**src/rtl/can_afilt_pkg.sv**
```systemverilog
`timescale 1ns/1ps
package can_afilt_pkg;
   localparam int unsigned EXT_ID_W_DEF = 29;
   localparam int unsigned STD_ID_W_DEF = 11;
   localparam int unsigned NUM_FLT_DEF  = 8;
   // key layout: {identifier, ide, rtr}
   localparam int unsigned KEY_IDE_BIT  = 1;
   localparam int unsigned KEY_RTR_BIT  = 0;
endpackage

```
**src/rtl/can_afilt_keygen.sv**
```systemverilog
`timescale 1ns/1ps
module can_afilt_keygen #(
   parameter int unsigned EXT_ID_W = 29,
   parameter int unsigned STD_ID_W = 11,
   localparam int unsigned KEY_W   = EXT_ID_W + 2,
   localparam int unsigned PAD_W   = EXT_ID_W - STD_ID_W
) (
   input  logic                ide_i,
   input  logic                rtr_i,
   input  logic [EXT_ID_W-1:0] id_i,
   output logic [KEY_W-1:0]    key_o
);
   logic [EXT_ID_W-1:0] id_norm;

   always_comb begin
      if (ide_i) id_norm = id_i;
      else       id_norm = {id_i[STD_ID_W-1:0], {PAD_W{1'b0}}};
      key_o = {id_norm, ide_i, rtr_i};
   end
endmodule

```
**src/rtl/can_afilt_cmp.sv**
```systemverilog
`timescale 1ns/1ps
module can_afilt_cmp #(
   parameter int unsigned KEY_W = 31
) (
   input  logic [KEY_W-1:0] key_i,
   input  logic [KEY_W-1:0] flt_i,
   input  logic [KEY_W-1:0] msk_i,
   output logic             match_o
);
   logic [KEY_W-1:0] diff;

   always_comb begin
      diff    = (key_i ^ flt_i) & msk_i;
      match_o = ~|diff;
   end
endmodule

```
**src/rtl/can_afilt_prio.sv**
```systemverilog
`timescale 1ns/1ps
module can_afilt_prio #(
   parameter int unsigned N     = 8,
   localparam int unsigned IDX_W = (N > 1) ? $clog2(N) : 1
) (
   input  logic [N-1:0]     req_i,
   output logic             any_o,
   output logic [IDX_W-1:0] idx_o
);
   always_comb begin
      any_o = |req_i;
      idx_o = '0;
      // walk from the top so the lowest requester is written last and wins
      for (int i = N - 1; i >= 0; i--) begin
         if (req_i[i]) idx_o = IDX_W'(i);
      end
   end
endmodule

```
**src/rtl/can_accept_filter.sv**
```systemverilog
`timescale 1ns/1ps
module can_accept_filter #(
   parameter int unsigned NUM_FLT  = can_afilt_pkg::NUM_FLT_DEF,
   parameter int unsigned EXT_ID_W = can_afilt_pkg::EXT_ID_W_DEF,
   parameter int unsigned STD_ID_W = can_afilt_pkg::STD_ID_W_DEF,
   localparam int unsigned KEY_W   = EXT_ID_W + 2,
   localparam int unsigned IDX_W   = $clog2(NUM_FLT),
   localparam int unsigned HIT_W   = IDX_W + 1
) (
   input  logic                     clk_i,
   input  logic                     rst_ni,
   input  logic                     frm_vld_i,
   input  logic                     frm_ide_i,
   input  logic                     frm_rtr_i,
   input  logic [EXT_ID_W-1:0]      frm_id_i,
   input  logic                     filt_en_i,
   input  logic [NUM_FLT*KEY_W-1:0] flt_key_i,
   input  logic [NUM_FLT*KEY_W-1:0] msk_key_i,
   output logic                     store_o,
   output logic [HIT_W-1:0]         hit_o
);
   if (NUM_FLT < 2 || NUM_FLT != (1 << IDX_W)) begin : g_bad_num
      $error("NUM_FLT must be a power of two of at least 2");
   end
   if (STD_ID_W >= EXT_ID_W) begin : g_bad_id
      $error("STD_ID_W must be narrower than EXT_ID_W");
   end

   logic [KEY_W-1:0]   key;
   logic [NUM_FLT-1:0] match;
   logic               any_match;
   logic [IDX_W-1:0]   win_idx;
   logic               store_d;
   logic [HIT_W-1:0]   hit_d;

   can_afilt_keygen #(.EXT_ID_W(EXT_ID_W), .STD_ID_W(STD_ID_W)) u_keygen (
      .ide_i (frm_ide_i),
      .rtr_i (frm_rtr_i),
      .id_i  (frm_id_i),
      .key_o (key)
   );

   for (genvar n = 0; n < NUM_FLT; n++) begin : g_flt
      can_afilt_cmp #(.KEY_W(KEY_W)) u_cmp (
         .key_i   (key),
         .flt_i   (flt_key_i[n*KEY_W +: KEY_W]),
         .msk_i   (msk_key_i[n*KEY_W +: KEY_W]),
         .match_o (match[n])
      );
   end

   can_afilt_prio #(.N(NUM_FLT)) u_prio (
      .req_i (match),
      .any_o (any_match),
      .idx_o (win_idx)
   );

   always_comb begin
      if (!filt_en_i) begin
         store_d = 1'b1;
         hit_d   = '0;
      end else if (any_match) begin
         store_d = 1'b1;
         hit_d   = {1'b1, win_idx};
      end else begin
         store_d = 1'b0;
         hit_d   = '0;
      end
   end

   always_ff @(posedge clk_i or negedge rst_ni) begin
      if (!rst_ni) begin
         store_o <= 1'b0;
         hit_o   <= '0;
      end else if (frm_vld_i) begin
         store_o <= store_d;
         hit_o   <= hit_d;
      end else begin
         store_o <= 1'b0;
      end
   end
endmodule

```
**config.mk**
```make
export PLATFORM = sky130hd
export DESIGN_NAME = can_accept_filter
export DESIGN_NICKNAME = d
export VERILOG_FILES = /design/src/rtl/can_afilt_pkg.sv /design/src/rtl/can_afilt_keygen.sv /design/src/rtl/can_afilt_cmp.sv /design/src/rtl/can_afilt_prio.sv /design/src/rtl/can_accept_filter.sv
export SDC_FILE = /design/constraint.sdc
export NUM_CORES = 1
export LEC_CHECK = 0
export BUFFER_PORTS_ARGS = -buffer_cell sky130_fd_sc_hd__buf_2
export CAP_MARGIN = 5
export CORE_AREA = 4 4 209 211
export CTS_BUF_LIST = sky130_fd_sc_hd__clkbuf_2 sky130_fd_sc_hd__clkbuf_4 sky130_fd_sc_hd__clkbuf_8
export DETAILED_ROUTE_END_ITERATION = 10
export DIE_AREA = 0 0 213 215
export PLACE_DENSITY = 0.38
export SLEW_MARGIN = 20
export SYNTH_ARGS = -nofsm -noshare
export SYNTH_HDL_FRONTEND = slang
export SYNTH_SLANG_ARGS = --single-unit
```
**constraint.sdc**
```tcl
create_clock -name clk_i -period 1.02 [get_ports clk_i]
set_input_delay 0.204 -clock clk_i [delete_from_list [all_inputs] [get_ports clk_i]]
set_output_delay 0.204 -clock clk_i [all_outputs]
set_load 0.005 [all_outputs]
```
**Word level (Yosys, flattened, before mapping)**

Index checks and enable logic that the tools add are counted.

- Register bits: 5
- Latch bits: 0
- Memory bits (writable): 0
- ROM bits: 0
- Input port bits: 531
- Output and inout bits: 5
- Logic and storage cells: 49
- Memories kept: 0

- Add/subtract/negate cells: 0
- Multipliers: 0
- Div/mod/pow operators: 0
- $lt $le $gt $ge: 0
- Equal/unequal tests: 0
- Shift-type cells: 0
- Mux-type cells: 14
- Bitwise operators: 16
- Reductions and logical operators: 17

Operators with widths:

| operator | number |
|---|---|
| $and A31 B31 Y31 | 8 |
| $reduce_or A31 Y1 | 8 |
| $xor A31 B31 Y31 | 8 |
| $mux W29 | 1 |
| $mux W3 | 8 |
| $logic_not A1 Y1 | 8 |
| $mux W4 | 2 |
| $reduce_or A8 Y1 | 1 |
| $mux W1 | 3 |

**Depth between registers and ports, before layout**

- Depth in word-level cells: 14
- Mapped depth: 12
- Depth with buffers taken out: 8

**By module**

A second synthesis with hierarchy kept.

- Cells, all modules: 468
- Area, all modules: 3963.8 sq um

By module, submodules not included:

| module | times used | cells an instance | area an instance (sq um) | sequential area each (sq um) |
|---|---|---|---|---|
| can_afilt_cmp | 8 | 50 | 422.9 | 0.0 |
| can_afilt_keygen | 1 | 34 | 292.8 | 0.0 |
| can_accept_filter | 1 | 21 | 206.4 | 125.1 |
| can_afilt_prio | 1 | 13 | 81.3 | 0.0 |

**Worst setup path before layout**

Ideal clock, no wire load.

- Kind: input-to-reg
- Start: in frm_ide_i
- End: reg hit_o[0]
- Setup time: 0.122 ns
- Arrival time: 2.397 ns
- Required time: 0.898 ns
- Slack: -1.499 ns
- Stages: 10
- Path buffers: 2
- Cell sequence: buf_6 buf_12 mux2i_4 xnor2_1 a222oi_1 nand4_1 or4_1 a21oi_1 o31ai_1 a32o_1

- Longest elaborated chain between the ends: 14
- Elaborated cells on any way between the ends: 44
- Those cells by class: mux (11); bitwise (16); reduce/logical (17)

Ends and longest elaborated chain:

| item | RTL line | text |
|---|---|---|
| from (decl) | can_accept_filter.sv:13 | `input logic frm_ide_i,` |
| $mux W29 | can_afilt_keygen.sv:16 | `if (ide_i) id_norm = id_i;` |
| $xor A31 B31 Y31 | can_afilt_cmp.sv:13 | `diff = (key_i ^ flt_i) & msk_i;` |
| $and A31 B31 Y31 | can_afilt_cmp.sv:13 |  |
| $reduce_or A31 Y1 | can_afilt_cmp.sv:14 | `match_o = ~\|diff;` |
| $mux W3 (8 in a row) | can_afilt_prio.sv:15 | `if (req_i[i]) idx_o = IDX_W'(i);` |
| $mux W4 (*) | can_accept_filter.sv:62 | `end else if (any_match) begin` |
| $mux W4 (*) | can_accept_filter.sv:59 | `if (!filt_en_i) begin` |
| to (signal assigned) | can_accept_filter.sv:77 | `hit_o <= hit_d;` |
| to (decl) | can_accept_filter.sv:20 | `output logic [HIT_W-1:0] hit_o` |

Mark *: on every way between the ends. The rest lies on a longest branch, timed or not.
A chain may end at the register's enable or synchronous reset.

**Final worst setup path**

Ends and elaborated chain as after synthesis.

==> reports/metrics.cfg <==
[cells_and_area]
fillers = 4768
instances_no_fill = 1802
layout.nets = 1790
layout_commonest_cell = buf_2
syn_to_final_growth_pct = 117.1
layout_common_cells = buf_2, xnor2_1, buf_4, a22oi_1, nand2_1
multi_input_area_um2 = 4476
drive_gt1_share_pct = 59.78
seq_area_um2 = 125.1

[global_route]
grt_pass1_wl_um = 60440
grt_antenna_before_repair = 23
busiest_layer = met2
grt_max_degree = 12
use_met3_pct = 3.908
grt_util_met2_pct = 37.31
met1_usage_pct = 20.53
grt_overflow = 0
first_global_vias = 8189
grtUsageTotal_pct = 18.80

[placed_design]
hpwl_um = 42610
port_buffers = 535
place_inst = 1778
gp_congestion = 0.9056
pre_cts_ws_ns = -1.991

[logic_synthesis]
synth_nets = 1105
syn_area_um2 = 4449
synthArstFlopShare_pct = 100.0
synth_area_leaders = xnor2_1, a22oi_1, nand2_1, xor2_1, mux2i_4
yosys_most_used_dff = dfrtp_1
ys_seq_area_share_pct = 2.812
syn_inst = 574
postSynthRegisterBits = 5
synth_edf_count = 0
ys.warnings.count = 0
synth_top_area_share_pct = 34.65
synth_cell_types = 45
synth_area_per_cell_um2 = 7.751
yosysTopAreaCell = xnor2_1

[clocking]
cts_root_buf = clkbuf_8
clock_path_buffers = 2
cts.sinks = 5
cts_tree = built
numCtsBuffers = 3
clk_pin_slew_ns = 0.04
insertion_delay_ns = 0.22
cts_max_level = 1

[critical_path]
worstPathCellList = buf_16, buf_8, mux2i_4, buf_12, buf_6, xnor2_1, a22oi_2, nand3_1, buf_4, or4_4, a21oi_1, o31ai_1, a32o_1
crit_fanout = 7
critPathKind = primary input to flip-flop
required_ns = 1.13
crit_buf_inv = 5
critPathSlowestCell = or4_4
cp_slowest_stage_delay_ns = 0.42
cp_top_family = compound AO/OA/AOI/OAI gates
endpoint_kind = flip-flop
start_kind = primary input
cp.arrival_ns = 2.50

[status]
status = finished with violations
violations = setup timing

[floorplan]
rows = 75
die-width_um = 213
num_io_pins = 536
die_area_um2 = 45800
coreArea_um2 = 41760
initial_core_util_pct = 10.65
die_y_um = 215

[timing]
finClkSkew_ns = 0
hold_ws_ns = 0.2528
period_share_pct = 235.2
min_period_ns = 2.399
finalHoldViolCount = 0
drv_slew = 0
worst_pin_slew_ns = 0.4936
setup_viol = 5
rsz0062_at_grt = true
final.setup.worst_slack_ns = -1.379
setup_tns_ns = -6.717
max_freq_mhz = 416.8
relSlewSlack_pct = 66.80

[hold_path]
hp-class = primary input to flip-flop

[power]
peakVddDrop_mv = 0.1780
swShare_pct = 43.92
combPwrFrac_pct = 88.8
p_int_mw = 2.999
p_seq_share_pct = 3.8
power.switching_mw = 2.349
p_per_area_nw_per_um2 = 553.7
p_clk_share_pct = 7.4
p_leak_nw = 4.566

[routing]
drtPass1Iterations = 7
ant_nets = 0
vias_per_cell = 4.189
wire_per_inst_um = 25.68
drt-initial-drc-count = 318
routed_wl_um = 46280
drc = 0
num_vias = 7549

[job]
cap_violations = 0

==> flip-flops by register name, summed over array words and instances, names as in the netlist <==
name,cells
hit_o,4
store_o,1
==> synth_stat cells (all sizes together), types with 10 or more instances <==
cell    number
o21ai       20
nand4b      16
a22oi       71
nand2       60
nand2b      15
xnor2      176
nand4       21
nand3b      15
a21boi      12
xor2        19
inv         10
a221oi      11
mux2i       22
==> kinds of logic after synthesis <==
group | after synthesis | synth area share, %
XOR/XNOR | 195 | 38.39
AND/OR/NAND/NOR | 165 | 21.46
AO/OA/AOI/OAI | 161 | 27.22
buffers and inverters | 26 | 2.868
multiplexers | 22 | 7.255
flip-flops | 5 | 2.812
==> worst register-to-register path, stage by stage, from the launching register on <==
cell and delay [ns]:
dfrtp_1 0.36, nor2b_1 0.13, a31o_2 0.20
==> layer usage <==
metal | up-vias | share of wire [%]
met3 | 57 | 7.2
met5 | - | 0.31
met1 | 3499 | 38
met4 | 22 | 1.5
met2 | 407 | 53
li1 | 3564 | -
==> final cells by class <==
type	count	area share, %
sequential	5	1.296
timing repair buffer	696	44.36
antenna	5	0.1296
tap	539	6.983
clock buffer	4	0.5052
inverter	10	0.3887
multi-input combinational	543	46.34
==> per-stage QoR <==
| step | power, mW | util, % | cell area [µm²] |
|---|---|---|---|
| final | 5.348 | 23.13 | 9658 |
| after global routing | 5.731 | 23.12 | 9653 |
| after CTS | 5.354 | 22.71 | 9485 |
| after detailed placement | 4.708 | 21.74 | 9077 |
| after global placement | 4.720 | 21.74 | 9077 |
| after floorplan | 1.896 | - | 4534 |
==> power by group through the flow <==
stage          clock [mW]  combinational (mW)  sequential [mW]
2_1_floorplan           0                1.69            0.205
3_3_place_gp            0                4.52            0.205
3_5_place_dp            0                4.50            0.205
4_1_cts             0.402                4.75            0.202
5_1_grt             0.413                5.12            0.202
6_report            0.397                4.75            0.202
==> path summary, 6_finish.rpt <==
| path | from | to | slack [ns] | cells past startpoint |
|---|---|---|---|---|
| min in group asynchronous | rst_ni | hit_o[2]$_DFFE_PN0P_ | 0.35 | 2 |
| hold reg to reg | hit_o[2]$_DFFE_PN0P_ | hit_o[2]$_DFFE_PN0P_ | 0.49 | 1 |
| max in group asynchronous | rst_ni | hit_o[3]$_DFFE_PN0P_ | 0.52 | 2 |
| hold / removal | filt_en_i | hit_o[3]$_DFFE_PN0P_ | 0.25 | 2 |
| setup reg to reg | hit_o[3]$_DFFE_PN0P_ | hit_o[3]$_DFFE_PN0P_ | 0.22 | 2 |
| setup / recovery | frm_ide_i | hit_o[0]$_DFFE_PN0P_ | -1.38 | 13 |
==> what timing repair did <==
| item | CTS | global route |
|---|---|---|
| hold endpoints to repair | 5 | 0 |
| endpoints found under the setup margin | 5 | 5 |
| setup buffers | 8 | 8 |
| gates resized for setup | 54 | 20 |
| gates cloned | 2 | 0 |
| pin swaps | 32 | 16 |
| hold buffers | 1 | 0 |
Note: power is estimated with default switching activity, not from simulation.
